`src/rtl/fiq_route_pkg.sv`:
```
package fiq_route_pkg;
  localparam int unsigned B0_W     = 8;
  localparam int unsigned B1_W     = 32;
  localparam int unsigned B2_W     = 32;
  localparam int unsigned NUM_SRC  = B1_W + B2_W + B0_W;
  localparam int unsigned IDX_W    = 7;
  localparam int unsigned IDX_SPAN = 2 ** IDX_W;
  localparam int unsigned CFG_W    = IDX_W + 1;

  typedef struct packed {
    logic             en;
    logic [IDX_W-1:0] idx;
  } fiq_cfg_t;
endpackage

```
`src/rtl/fiq_cfg_reg.sv`:
```
module fiq_cfg_reg
  import fiq_route_pkg::*;
#(
  parameter int unsigned ADDR_W   = 8,
  parameter int unsigned DATA_W   = 32,
  parameter logic [ADDR_W-1:0] CTRL_OFF = 'h0C
) (
  input  logic              clk_i,
  input  logic              rst_ni,
  input  logic              req_i,
  input  logic              we_i,
  input  logic [ADDR_W-1:0] addr_i,
  input  logic [DATA_W-1:0] wdata_i,
  output logic [DATA_W-1:0] rdata_o,
  output fiq_cfg_t          cfg_o
);
  localparam int unsigned PAD_W = DATA_W - CFG_W;

  fiq_cfg_t cfg_q;
  logic     hit;

  assign hit = (addr_i == CTRL_OFF);

  always_ff @(posedge clk_i or negedge rst_ni) begin
    if (!rst_ni)                  cfg_q <= '0;
    else if (req_i && we_i && hit) cfg_q <= fiq_cfg_t'(wdata_i[CFG_W-1:0]);
  end

  always_comb begin
    rdata_o = '0;
    if (hit) rdata_o = {{PAD_W{1'b0}}, cfg_q};
  end

  assign cfg_o = cfg_q;
endmodule

```
`src/rtl/fiq_src_mux.sv`:
```
module fiq_src_mux
  import fiq_route_pkg::*;
(
  input  logic [B0_W-1:0] src_b0_i,
  input  logic [B1_W-1:0] src_b1_i,
  input  logic [B2_W-1:0] src_b2_i,
  input  fiq_cfg_t        cfg_i,
  output logic            fiq_o
);
  // flat order: group 1, group 2, group 0; tail padded with zeros
  logic [IDX_SPAN-1:0] flat;

  for (genvar g = 0; g < IDX_SPAN; g++) begin : g_flat
    if (g < B1_W) begin : g_b1
      assign flat[g] = src_b1_i[g];
    end else if (g < B1_W + B2_W) begin : g_b2
      assign flat[g] = src_b2_i[g-B1_W];
    end else if (g < NUM_SRC) begin : g_b0
      assign flat[g] = src_b0_i[g-B1_W-B2_W];
    end else begin : g_none
      assign flat[g] = 1'b0;
    end
  end

  assign fiq_o = cfg_i.en & flat[cfg_i.idx];
endmodule

```
`src/rtl/fiq_route_sel.sv`:
```
module fiq_route_sel
  import fiq_route_pkg::*;
#(
  parameter int unsigned ADDR_W = 8,
  parameter int unsigned DATA_W = 32
) (
  input  logic              clk_i,
  input  logic              rst_ni,
  input  logic              req_i,
  input  logic              we_i,
  input  logic [ADDR_W-1:0] addr_i,
  input  logic [DATA_W-1:0] wdata_i,
  output logic [DATA_W-1:0] rdata_o,
  input  logic [B0_W-1:0]   src_b0_i,
  input  logic [B1_W-1:0]   src_b1_i,
  input  logic [B2_W-1:0]   src_b2_i,
  output logic              fiq_o
);
  fiq_cfg_t cfg_q;

  fiq_cfg_reg #(
    .ADDR_W  (ADDR_W),
    .DATA_W  (DATA_W),
    .CTRL_OFF(ADDR_W'('h0C))
  ) u_reg (
    .clk_i  (clk_i),
    .rst_ni (rst_ni),
    .req_i  (req_i),
    .we_i   (we_i),
    .addr_i (addr_i),
    .wdata_i(wdata_i),
    .rdata_o(rdata_o),
    .cfg_o  (cfg_q)
  );

  fiq_src_mux u_mux (
    .src_b0_i(src_b0_i),
    .src_b1_i(src_b1_i),
    .src_b2_i(src_b2_i),
    .cfg_i   (cfg_q),
    .fiq_o   (fiq_o)
  );
endmodule

```
`config.mk`:
```
export PLATFORM = sky130hd
export DESIGN_NAME = fiq_route_sel
export DESIGN_NICKNAME = d
export VERILOG_FILES = /design/src/rtl/fiq_route_pkg.sv /design/src/rtl/fiq_cfg_reg.sv /design/src/rtl/fiq_src_mux.sv /design/src/rtl/fiq_route_sel.sv
export SDC_FILE = /design/constraint.sdc
export NUM_CORES = 1
export LEC_CHECK = 0
export ABC_AREA = 1
export BUFFER_PORTS_ARGS = -buffer_cell sky130_fd_sc_hd__clkbuf_2
export CAP_MARGIN = 20
export CORE_MARGIN = 2
export CORE_UTILIZATION = 34
export DETAILED_ROUTE_END_ITERATION = 10
export HOLD_SLACK_MARGIN = 0.02
export PLACE_DENSITY_LB_ADDON = 0.12
export SLEW_MARGIN = 25
export SYNTH_ARGS = -nofsm -noshare
export SYNTH_HDL_FRONTEND = slang
export SYNTH_SLANG_ARGS = --single-unit
```
`constraint.sdc`:
```
create_clock -name clk_i -period 2.2 [get_ports clk_i]
set_clock_uncertainty 0.1 [all_clocks]
set_input_delay 0.33 -clock clk_i [delete_from_list [all_inputs] [get_ports clk_i]]
set_output_delay 0.33 -clock clk_i [all_outputs]
set_load 0.03 [all_outputs]
```
Yosys cells after proc, flatten, opt, wreduce, memory -nomap -nowiden

Index checks and enable logic that the tools add are counted.

Bits in registers: 8
Latch bits: 0
Bits in writable memories: 0
Bits in read-only memories: 0
Input port bits: 116
Word-level logic and storage cells: 10
Memories kept: 0

$add $sub $neg: 0
Multipliers: 0
Divide/modulo/power cells: 0
Order comparisons: 1
Equality and inequality tests: 1
Shift operators: 0
Multiplexer cells: 3
Bitwise logic cells: 1
Reductions and logical operators: 2

Operator list:

| operator                                                                      | count |
|---|---|
| 8-bit by 4-bit equality test with 1-bit output (second input constant)        | 1 |
| 7-bit by 8-bit less-than comparator with 1-bit output (second input constant) | 1 |
| 8-bit 2-to-1 mux                                                              | 1 |
| 1-bit binary-select mux with 7-bit select                                     | 1 |
| 1-bit logical AND                                                             | 2 |
| 1-bit bitwise AND                                                             | 1 |
| 1-bit 2-to-1 mux                                                              | 1 |

Longest topological paths before layout

Gate-level depths: netlist (run 1).

Depth after elaboration: 3
Mapped depth: 14

By module

Synthesis (run 1) repeated with hierarchy kept, for this count alone.

Cells, all modules: 268
Area, all modules: 1498.9 µm²

By module, submodules not included:

| module      | instances | cells each | area each (µm²) | sequential area each (µm²) |
|---|---|---|---|---|
| fiq_src_mux | 1         | 172        | 820.8           | 0.0 |
| fiq_cfg_reg | 1         | 96         | 678.2           | 200.2 |

Worst setup path before layout (run 1)

Ideal clock, no wire load.

Path kind: register to output
From: register u_reg.cfg_o[0] (netlist name)
To: output port fiq_o
Arrival: 1.524 ns
Required time: 1.770 ns
Slack: 0.246 ns
Cell stages (with the launch flop): 13
Cell sequence: dfrtp_1 -> inv_2 -> buf_2 -> nand2_1 -> nand3_1 -> nand3_1 -> nand2_1 -> nand2_1 -> nand3_1 -> nand3_1 -> nand2_1 -> nand2_1 -> a21oi_2

Longest elaborated chain between the ends: 3

Ends and longest elaborated chain:

| what                                      | line                | RTL |
|---|---|---|
| 1-bit binary-select mux with 7-bit select | fiq_src_mux.sv:25   | `assign fiq_o = cfg_i.en & flat[cfg_i.idx];` |
| 1-bit 2-to-1 mux (not written as such)    | fiq_src_mux.sv:25   |  |
| 1-bit bitwise AND                         | fiq_src_mux.sv:25   |  |
| to (decl)                                 | fiq_route_sel.sv:17 | `output logic fiq_o` |

Every way passes these cells. The select of a mux whose other input is x is not followed.

Final worst setup path (run 1)

From: register u_reg.cfg_o[0] (netlist name)
To: output port fiq_o

Longest elaborated chain between the ends: 3

Ends and longest elaborated chain:

| what                                      | line |
|---|---|
| 1-bit binary-select mux with 7-bit select | fiq_src_mux.sv:25 |
| 1-bit 2-to-1 mux (not written as such)    | fiq_src_mux.sv:25 |
| 1-bit bitwise AND                         | fiq_src_mux.sv:25 |

Every way passes these cells. The select of a mux whose other input is x is not followed.

==> qor.log, run 1 <==
qor: synthesis.synth.yosys.seq_area_share 15.2%
qor: grt.grt_pass1_vias 1464
qor: floorplan.die_height 66.3 um
qor: timing.final-hold-violation-count 0
qor: timing.final.period_utilization 104%
qor: floorplan.ioPinCount 149
qor: clock_network.clk_path_buf_depth 2
qor: layout.largest_reg_flops 8
qor: status.failed_checks setup timing
qor: placement.post_dp_cell_area 0.00177 sq mm
qor: clock_network.clock_latency 230 ps
qor: layout.antenna_cells 0
qor: drt.detail_route.first_pass.iterations 4
qor: floorplan.coreArea 0.00369 sq mm
qor: hold_path.hp-class in2reg
qor: clock_network.numCtsBuffers 3
qor: layout.layout-drive-gt1-share 39.0%
qor: layout.stdcell_count 379
qor: clock_network.post-cts-setup-buffer-count 0
qor: synthesis.synth-seq-cells 8
qor: hold_path.min_delay_path_depth 2
qor: floorplan.start_util 35.8%
qor: power.power_per_cell_area 298 mW/mm^2
qor: timing.timing_max_transition_violations_final 0
qor: setup_path.cp_data_required_time 1770 ps
qor: drt.post_dr_vias_cell 4.52
qor: placement.port_buffers 100
qor: floorplan.design.die.area 0.00439 sq mm
qor: layout.final_area 0.00192 sq mm
qor: drt.via_count 1712
qor: synthesis.syn_avg_cell_area 5.76 sq um
qor: timing.hold_ws 227 ps
qor: floorplan.die_width 66.3 um
qor: setup_path.setup.worst_path.end_class output pin
qor: timing.min_tclk_post_route 2290 ps
qor: drt.drt.antenna.violating_nets 0
qor: drt.post_drt_wl_per_cell 10.9 um
qor: power.vdd_drop_max 0.000344 V
qor: floorplan.num_rows 22
qor: layout.multi_input_comb_area 910 sq um
qor: setup_path.reg2reg_setup_slack 1080 ps
qor: clock_network.cts_sink_cnt 8
qor: job.cap_viol_max_count 0
qor: synthesis.synth.distinct_cells 20
qor: setup_path.timing.rr.end u_reg.cfg_o[2]
qor: grt.wire_length_of_the_first_global_routing_pass 6.09 mm
qor: setup_path.startpoint u_reg.cfg_o[0]
qor: clock_network.h_tree_levels 1
qor: drt.drt-initial-drc-count 39
qor: layout.areaGrowthSynthToFinish 45.3%
qor: synthesis.syn-instance-count 229
qor: placement.gp_congestion 0.745
qor: clock_network.cts_tree done
qor: timing.achievable-frequency 436 MHz
qor: placement.dp_cells 372
qor: grt.grt_usage 17.5%
qor: layout.layout.core_utilization 51.9%
qor: grt.largest_net_degree_at_the_start_of_global_routing 27
qor: timing.finalWorstSetupSlack -92.1 ps
qor: drt.drt_wl_total 4.13 mm
qor: status.status finished with violations
qor: layout.regArea 201 sq um
qor: setup_path.crit-reg2reg-launch u_reg.cfg_o[2]
qor: setup_path.cp-endpoint fiq_o
qor: timing.setup_repair_after_global_routing_missed_its_margin yes
qor: grt.grt_overflow 0
qor: setup_path.crit_path_max_fanout 7
qor: setup_path.worst_reg2reg_path_length_in_cells 2
qor: layout.finalNetCount 449
qor: timing.report.final.setup_viol 1
qor: setup_path.worstSetupPathType reg2out
qor: synthesis.synth.cell_area 0.00132 sq mm
qor: setup_path.critical_path.startpoint_type flop
qor: placement.pre_cts_ws 103 ps
qor: grt.number_of_antenna_violations_at_the_first_check_in_global_routing 0
qor: drt.drc 0
qor: setup_path.worst-endpoint-arrival 1860 ps
qor: synthesis.synth-warning-count 0
qor: clock_network.clock_tree.root_cell sky130_fd_sc_hd__clkbuf_8
qor: layout.layout.filler_cells 418
qor: placement.post-dp-hpwl 3.16 mm
qor: power.p_leak 0.00112 uW
qor: clock_network.path_clk_slew 40 ps
[layer usage]
metal,vias to the layer above,GRT usage [%],share of wire (%)
met3,4,2.04,6.8
met2,70,30.5,48
met4,0,7.14,0.92
met1,736,21.5,44
li1,902,-,-
met5,-,0,0
[where the power goes]
group / switching (uW) / internal, uW / total (uW)
sequential: 5.16 / 152 / 157
clock: 60.4 / 119 / 179
combinational: 134 / 102 / 235
total: 199 / 372 / 571
[Yosys cell counts (all sizes together)]
library cell | number | area [sq um]
nor2 | 17 | 63.8
o2111ai | 1 | 8.76
o221ai | 1 | 8.76
o22ai | 1 | 6.26
mux2 | 8 | 90.1
buf | 35 | 265
dfrtp | 8 | 200
nor4 | 1 | 6.26
clkinv | 1 | 3.75
inv | 9 | 33.8
nand2 | 89 | 334
a21oi | 1 | 8.76
conb | 1 | 3.75
o21ai | 4 | 20.0
nand3 | 52 | 265
[layout make-up]
class	count	share of cell area, %
Tap cell	48	3.14
Clock buffer	3	2.16
Sequential cell	8	10.5
Timing Repair Buffer	111	34.3
Inverter	10	2.42
Multi-Input combinational cell	199	47.5
[worst max-delay path, stage by stage, from the launching register on]
cell and delay, ps:
sky130_fd_sc_hd__dfrtp_2 440, sky130_fd_sc_hd__clkinv_4 110, sky130_fd_sc_hd__buf_12 120, sky130_fd_sc_hd__nand2_1 40
sky130_fd_sc_hd__nand3_1 60, sky130_fd_sc_hd__nand3_1 80, sky130_fd_sc_hd__nand2_1 90, sky130_fd_sc_hd__nand2_1 50
sky130_fd_sc_hd__nand2_1 70, sky130_fd_sc_hd__nand2_1 40, sky130_fd_sc_hd__nand2_1 50, sky130_fd_sc_hd__inv_1 40
sky130_fd_sc_hd__nand2_1 70, sky130_fd_sc_hd__nand2_2 60, sky130_fd_sc_hd__a21oi_2 140, sky130_fd_sc_hd__clkbuf_8 170
[stage by stage]
step	TNS, ps	total power (uW)
after floorplan	0	320
after global placement	0	383
after detailed placement	0	383
after CTS	-96.7	570
after global routing	-254	612
final	-92.1	571
[how the worst min path moves through the flow]
stage                           from        endpoint  slack, ps
final                     wdata_i[7]  u_reg.cfg_o[7]        230
after global routing      wdata_i[5]  u_reg.cfg_o[5]        230
after CTS                 wdata_i[7]  u_reg.cfg_o[7]        220
after detailed placement      rst_ni  u_reg.cfg_o[6]         90
after global placement        rst_ni  u_reg.cfg_o[6]         80
after floorplan               rst_ni  u_reg.cfg_o[0]        -70
[repair_timing]
action | 4_1_cts | 5_1_grt
endpoints found under the setup margin | 1 | 1
hold buffers | 1 | 0
pin swaps | 0 | 9
cloned | 0 | 3
gates resized for setup | 3 | 10
hold endpoints to repair | 8 | 0
[cells by family (layout without fill, tap and decap cells)]
logic type / count (synthesis) / in the layout / share of synthesized area (%)
mux: 8 / 8 / 6.83
compound gates: 8 / 8 / 3.99
other cells: 1 / 24 / 0.284
buf+inv: 45 / 124 / 23.0
flops: 8 / 8 / 15.2
simple gates: 159 / 159 / 50.8
[cell usage in the layout, fill, tap and decap left out, types with 2 or more instances in the layout]
master                      synthesis  routed
sky130_fd_sc_hd__clkbuf_16          0       2
sky130_fd_sc_hd__dfrtp_1            8       7
sky130_fd_sc_hd__buf_6              2       4
sky130_fd_sc_hd__clkbuf_2           0      99
sky130_fd_sc_hd__nand2_1           89      88
sky130_fd_sc_hd__o21ai_0            4       4
sky130_fd_sc_hd__nor2_1            17      17
sky130_fd_sc_hd__mux2_2             8       8
sky130_fd_sc_hd__buf_4             27       3
sky130_fd_sc_hd__inv_1              7       7
sky130_fd_sc_hd__nand3_2            1       2
sky130_fd_sc_hd__nand3_1           51      50
sky130_fd_sc_hd__conb_1             1      24
sky130_fd_sc_hd__clkbuf_8           0       4
Power figures use the tool's default switching activity.
==> run 2, diff against run 1 <==
ABC_AREA = 0   (was 1)
CTS_BUF_LIST = sky130_fd_sc_hd__clkbuf_8   (was default)
==> qor.log, run 2 <==
qor: synthesis.yosysTopAreaCell sky130_fd_sc_hd__mux4_2
qor: setup_path.worstSetupPathType reg2out
qor: layout.antenna_cells 0 [unchanged]
qor: timing.finalWorstSetupSlack -249 ps [-157 ps]
qor: synthesis.synth_enable_flop_cells 0 [unchanged]
qor: drt.drt_wl_total 3.35 mm [-19%]
qor: placement.gp_congestion 0.710 [-4.8%]
qor: grt.grt_overflow 0 [unchanged]
qor: layout.finalNetCount 339 [-24%]
qor: layout.largest_reg_flops 8 [unchanged]
qor: setup_path.reg2reg_setup_slack 1120 ps [+40 ps]
qor: floorplan.ioPinCount 149 [unchanged]
qor: layout.layout.filler_cells 312 [-25%]
qor: timing.timing_max_transition_violations_final 0 [unchanged]
qor: setup_path.critical_path.startpoint_type flop
qor: timing.final-hold-violation-count 0 [unchanged]
qor: grt.grtUsageMet3 2.46% [+0.42 points]
qor: layout.areaGrowthSynthToFinish 55.2%
qor: status.failed_checks setup timing
qor: layout.most-common-layout-cells sky130_fd_sc_hd__clkbuf_2, sky130_fd_sc_hd__conb_1, sky130_fd_sc_hd__mux4_2
qor: floorplan.die_width 64.1 um [-3.3%]
qor: synthesis.most_used_flip_flop_cell_after_synthesis sky130_fd_sc_hd__dfrtp_1
qor: setup_path.cp_data_required_time 1770 ps [about the same]
qor: floorplan.design.die.area 0.00411 sq mm [-6.5%]
qor: grt.grt_pass1_vias 1224 [-16%]
qor: grt.grt_usage 15.5% [-2.0 points]
qor: synthesis.synth.distinct_cells 31 [+55%]
qor: drt.via_count 1259 [-26%]
qor: grt.largest_net_degree_at_the_start_of_global_routing 16 [-41%]
qor: setup_path.crit_path_max_fanout 8 [+1]
qor: synthesis.synth-warning-count 0 [unchanged]
qor: drt.detail_route.first_pass.iterations 6 [+2]
qor: floorplan.num_rows 21 [-4.5%]
qor: drt.post_drt_wl_per_cell 12.6 um [+15%]
qor: synthesis.largest_family_of_logic_cells_by_synthesized_area multiplexers
qor: synthesis.synth_mux_area_share 41.5% [+35 points]
qor: power.fin_total_pwr 560 uW [-2.1%]
qor: setup_path.setup.worst_path.end_class output pin
qor: synthesis.post_synth_adder_cell_area 0% [unchanged]
qor: synthesis.async_reset_ff_share 100% [unchanged]
qor: timing.achievable-frequency 408 MHz [-6.4%]
qor: power.vdd_drop_max 0.000351 V [+2.0%]
qor: synthesis.yosysTopAreaCellShare 29.4% [+4.0 points]
qor: floorplan.coreArea 0.00339 sq mm [-8.1%]
qor: drt.drc 0 [unchanged]
qor: timing.setup_repair_after_global_routing_missed_its_margin yes
qor: job.cap_viol_max_count 0 [unchanged]
qor: hold_path.hp-class in2reg
qor: drt.drt.antenna.violating_nets 0 [unchanged]
qor: synthesis.synth.cell_area 0.00123 sq mm [-6.9%]
qor: clock_network.clock_tree.root_cell sky130_fd_sc_hd__clkbuf_8
qor: synthesis.synth_compound_gate_area_share 6.42% [+2.4 points]
qor: synthesis.synth-seq-cells 8 [unchanged]
qor: grt.grt.busiest_layer met2
qor: clock_network.clock_latency 220 ps [about the same]
qor: timing.final.period_utilization 111% [+7.2 points]
qor: floorplan.die_height 64.1 um [-3.3%]
qor: power.power_per_cell_area 294 mW/mm^2 [-1.5%]
qor: clock_network.h_tree_levels 1 [unchanged]
qor: status.status finished with violations
qor: layout.mostFrequentLayoutCell sky130_fd_sc_hd__clkbuf_2
qor: power.p_leak 0.000941 uW [-16%]
qor: clock_network.clk_path_buf_depth 2 [unchanged]
qor: grt.wire_length_of_the_first_global_routing_pass 5.08 mm [-17%]
qor: clock_network.cts_sink_cnt 8 [unchanged]
qor: placement.post-dp-hpwl 2.83 mm [-10%]
qor: synthesis.synthTopCellsByCount sky130_fd_sc_hd__buf_4, sky130_fd_sc_hd__mux4_2, sky130_fd_sc_hd__and2_2, sky130_fd_sc_hd__dfrtp_1
qor: synthesis.syn_avg_cell_area 10.6 sq um [+84%]
qor: synthesis.synth.yosys.seq_area_share 16.3% [+1.1 points]
qor: timing.min_tclk_post_route 2450 ps [+157 ps]
qor: grt.grt_util_met1 18.7% [-2.7 points]
qor: clock_network.path_clk_slew 40 ps [about the same]
qor: setup_path.worst-endpoint-arrival 2020 ps [+160 ps]
qor: grt.groute.layer.met2.usage 28.8% [-1.7 points]
qor: clock_network.numCtsBuffers 3 [unchanged]
qor: timing.hold_ws 210 ps [-16.9 ps]
qor: timing.report.final.setup_viol 1 [unchanged]
qor: placement.port_buffers 100 [unchanged]
qor: grt.number_of_antenna_violations_at_the_first_check_in_global_routing 0 [unchanged]
qor: clock_network.cts_tree done
qor: drt.drt-initial-drc-count 22 [-44%]
qor: synthesis.area_contributors_post_synth sky130_fd_sc_hd__mux4_2, sky130_fd_sc_hd__dfrtp_1, sky130_fd_sc_hd__buf_4
qor: synthesis.synth_simple_gate_area_share 17.1% [-34 points]
qor: synthesis.syn-instance-count 116 [-49%]
qor: drt.post_dr_vias_cell 4.72 [+4.4%]
qor: synthesis.synth_most_common_cell sky130_fd_sc_hd__buf_4
qor: layout.layout-drive-gt1-share 68.8% [+30 points]
qor: floorplan.start_util 36.2% [+0.46 points]
qor: synthesis.synth_xor_area_share 0% [unchanged]
[run 2: cell types whose count changed in the layout (fill, tap and decap cells not counted), sizes merged, moves of 7 or more]
cell | previous run | this run
and2 | 0 | 8
buf | 8 | 19
clkbuf | 105 | 94
inv | 8 | 1
mux2i | 0 | 7
mux4 | 0 | 16
nand2 | 89 | 7
nand3 | 52 | 5
nor2 | 17 | 2
[run 2: logic make-up after synthesis]
logic type,after synthesis
DFF,8
other,1
AOI/OAI and AO/OA,11
buffers and inverters,33
and+or+nand+nor,33
muxes,30
[run 2: where the power goes]
part	leakage, uW	switching, uW	internal [uW]
Combinational	0.000815	111	115
Sequential	0.000105	8.67	152
Clock	0.0000216	54.5	118
[run 2: final timing paths]
check	start	endpoint	cells after the start
max reg2reg	u_reg.cfg_o[0]	u_reg.cfg_o[0]	2
max in group asynchronous	rst_ni	u_reg.cfg_o[0]	2
min reg2reg	u_reg.cfg_o[6]	u_reg.cfg_o[6]	1
max	u_reg.cfg_o[0]	fiq_o	7
min	wdata_i[2]	u_reg.cfg_o[2]	3
min in group asynchronous	rst_ni	u_reg.cfg_o[5]	2
[run 2: through the flow]
stage / setup slack [ps] / setup TNS, ps / utilization (%) / std cells / instance area (sq um)
2_1_floorplan: 34.6 / 0 / - / 139 / 1340
3_3_place_gp: -79.9 / -79.9 / 51.6 / 262 / 1750
3_5_place_dp: -91.9 / -91.9 / 51.6 / 262 / 1750
4_1_cts: -273 / -273 / 55.3 / 268 / 1870
5_1_grt: -343 / -530 / 56.2 / 267 / 1910
6_report: -249 / -249 / 56.2 / 267 / 1910
[run 2: cell type report]
type                       instances  area [sq um]  share of cell area [%]
timing repair buffer             111           671                    35.2
clock buffer                       3          41.3                    2.17
tap                               46          57.6                    3.02
multi-input combinational         98           931                    48.9
sequential                         8           201                    10.6
inverter                           1          3.75                   0.197
[run 2: worst max-delay path, stage by stage, from the launching register on]
cell and delay, ps:
sky130_fd_sc_hd__dfrtp_2 410, sky130_fd_sc_hd__buf_12 160, sky130_fd_sc_hd__mux4_2 500, sky130_fd_sc_hd__nand2_1 80, sky130_fd_sc_hd__a21oi_1 60, sky130_fd_sc_hd__a31oi_1 240
sky130_fd_sc_hd__o2111ai_4 170, sky130_fd_sc_hd__buf_8 160
[run 2: what timing repair did]
action,CTS,global route
cloned,1,0
buffers inserted,1,0
pin swaps,4,5
endpoints found under the hold margin,8,0
hold buffers,1,0
setup endpoints to repair,1,9
resized for setup,7,39
[run 2: per-layer routing]
layer,part of all wire (%),routed length [um]
met5,0,0
met4,0,0
met3,8.1,273
met2,55,1830
met1,37,1250
==> run 3, diff against run 2 <==
CORE_ASPECT_RATIO = 1.1   (was default)
CORE_MARGIN = 1   (was 2)
PLACE_DENSITY = 0.83   (was default)
PLACE_DENSITY_LB_ADDON = default   (was 0.12)
==> qor.log, run 3 (synthesis gave the netlist of run 2 again) <==
qor: setup_path.timing.rr.end u_reg.cfg_o[2]
qor: floorplan.die_height 65.0 um [+1.5%]
qor: setup_path.crit_chain buf_12 > mux4_2 > nor3b_2 > o21ai_1 > nand3_2 > o2111ai_4 > buf_8
qor: power.p_leak 0.000977 uW [+3.8%]
qor: drt.drt.antenna.violating_nets 0 [unchanged]
qor: timing.final-hold-violation-count 0 [unchanged]
qor: layout.areaGrowthSynthToFinish 61.5%
qor: drt.drt_wl_total 3.58 mm [+6.7%]
qor: hold_path.hp-class in2reg
qor: grt.grt_pass1_vias 1313 [+7.3%]
qor: clock_network.clock_latency 220 ps [about the same]
qor: drt.post_drt_wl_per_cell 13.1 um [+4.0%]
qor: clock_network.h_tree_levels 1 [unchanged]
qor: clock_network.numCtsBuffers 3 [unchanged]
qor: layout.mostFrequentLayoutCell sky130_fd_sc_hd__clkbuf_2
qor: grt.largest_net_degree_at_the_start_of_global_routing 20 [+4]
qor: drt.via_count 1315 [+4.4%]
qor: power.power_per_cell_area 288 mW/mm^2 [-1.8%]
qor: setup_path.crit-reg2reg-launch u_reg.cfg_o[2]
qor: power.vdd_drop_max 0.000304 V [-13%]
qor: status.failed_checks setup timing
qor: timing.achievable-frequency 408 MHz [-0.17%]
qor: timing.setup_repair_after_global_routing_missed_its_margin yes
qor: timing.min_tclk_post_route 2450 ps [+4.11 ps]
qor: grt.number_of_antenna_violations_at_the_first_check_in_global_routing 0 [unchanged]
qor: floorplan.coreArea 0.00339 sq mm [-0.11%]
qor: clock_network.path_clk_slew 40 ps [about the same]
qor: floorplan.num_rows 22 [+4.8%]
qor: setup_path.cp-endpoint fiq_o
qor: placement.port_buffers 100 [unchanged]
qor: clock_network.clock_tree.root_cell sky130_fd_sc_hd__clkbuf_8
qor: status.status finished with violations
qor: layout.layout-drive-gt1-share 69.5% [+0.69 points]
qor: grt.grt_usage 19.3% [+3.8 points]
qor: layout.layout.core_utilization 58.5% [+2.3 points]
qor: setup_path.crit_path_max_fanout 6 [-2]
qor: setup_path.worst_reg2reg_path_length_in_cells 3 [+1]
qor: timing.finalWorstSetupSlack -254 ps [-4.11 ps]
qor: clock_network.cts_tree done
qor: setup_path.worst-endpoint-arrival 2020 ps [about the same]
qor: layout.antenna_cells 0 [unchanged]
qor: setup_path.critical-path-slowest-cell sky130_fd_sc_hd__mux4_2
qor: clock_network.cts_sink_cnt 8 [unchanged]
qor: grt.grt_overflow 0 [unchanged]
qor: layout.finalNetCount 344 [+1.5%]
qor: timing.final.period_utilization 112% [+0.19 points]
qor: setup_path.worstSetupPathType reg2out
qor: timing.timing_max_transition_violations_final 0 [unchanged]
qor: drt.post_dr_vias_cell 4.80 [+1.8%]
qor: setup_path.cp_data_required_time 1770 ps [about the same]
qor: setup_path.worst_path_dominant_cell_family multiplexers
qor: layout.largest_reg_flops 8 [unchanged]
qor: setup_path.timing.critical_path.depth 7 [unchanged]
qor: floorplan.ioPinCount 149 [unchanged]
qor: setup_path.setup.worst_path.end_class output pin
qor: setup_path.timing.critical_path.buf_inv 2 [unchanged]
qor: placement.gp_congestion 0.755 [+6.4%]
qor: placement.post-dp-hpwl 2.99 mm [+5.7%]
qor: floorplan.start_util 36.3% [+0.040 points]
qor: floorplan.design.die.area 0.00385 sq mm [-6.1%]
qor: layout.most-common-layout-cells sky130_fd_sc_hd__clkbuf_2, sky130_fd_sc_hd__conb_1, sky130_fd_sc_hd__mux4_2
qor: setup_path.critical_path.startpoint_type flop
qor: floorplan.die_width 59.3 um [-7.5%]
qor: setup_path.startpoint u_reg.cfg_o[0]
qor: drt.drt-initial-drc-count 39 [+77%]
qor: setup_path.max_stage_delay 510 ps [about the same]
qor: drt.detail_route.first_pass.iterations 4 [-2]
qor: job.cap_viol_max_count 0 [unchanged]
qor: setup_path.reg2reg_setup_slack 1110 ps [about the same]
qor: drt.drc 0 [unchanged]
qor: timing.hold_ws 215 ps [+4.30 ps]
qor: timing.report.final.setup_viol 1 [unchanged]
qor: clock_network.clk_path_buf_depth 2 [unchanged]
qor: grt.wire_length_of_the_first_global_routing_pass 5.60 mm [+10%]
==> run 3: worst min-delay path by stage <==
stage | endpoint | from | slack [ps] | cells after the start
2_1_floorplan | u_reg.cfg_o[0] | rst_ni | -70 | 0
3_3_place_gp | u_reg.cfg_o[5] | rst_ni | 80 | 1
3_5_place_dp | u_reg.cfg_o[5] | rst_ni | 80 | 1
4_1_cts | u_reg.cfg_o[2] | wdata_i[2] | 210 | 3
5_1_grt | u_reg.cfg_o[6] | wdata_i[6] | 240 | 2
6_report | u_reg.cfg_o[2] | wdata_i[2] | 210 | 3
==> run 3: area by class of cell <==
cell class | count | area [sq um]
Fill cell | 319 | 1400
Multi-Input combinational cell | 98 | 933
Timing Repair Buffer | 116 | 742
Sequential cell | 8 | 201
Tap cell | 48 | 60.1
Clock buffer | 3 | 41.3
Inverter | 1 | 3.75
==> run 3: metal layers <==
metal | part of all wire [%] | vias to the layer above | track usage [%] | wire (um)
met5 | 0 | - | 0 | 0
met3 | 7.2 | 2 | 2.20 | 259
met1 | 32 | 624 | 20.9 | 1150
met2 | 60 | 73 | 37.9 | 2150
li1 | - | 616 | - | -
met4 | 0.39 | 0 | 5.06 | 14
==> run 3: report_power, final <==
| part | switching, uW | total (uW) | internal (uW) |
|---|---|---|---|
| Clock | 57.4 | 176 | 119 |
| Sequential | 9.10 | 161 | 152 |
| Combinational | 113 | 235 | 121 |
==> run 3: per-stage QoR <==
step,instance area [sq um],TNS (ps),power [uW],setup WS [ps],cells
floorplan,1340,0,320,34.6,139
global placement,1810,-102,385,-102,268
detailed placement,1810,-147,391,-121,268
CTS,1910,-295,573,-295,273
global route,1980,-640,609,-345,274
finish,1980,-254,572,-254,274
==> run 3: worst min-delay path, cell delays in order <==
cell	delay (ps)
sky130_fd_sc_hd__clkbuf_2	80
sky130_fd_sc_hd__nand2_1	40
sky130_fd_sc_hd__o21ai_0	60
==> run 3: timing repair <==
item,in CTS,in global routing
endpoints found under the setup margin,1,8
pin swaps,2,7
cloned,1,0
buffers inserted,0,2
resized for setup,8,47
hold buffers,1,0
hold endpoints to repair,8,0
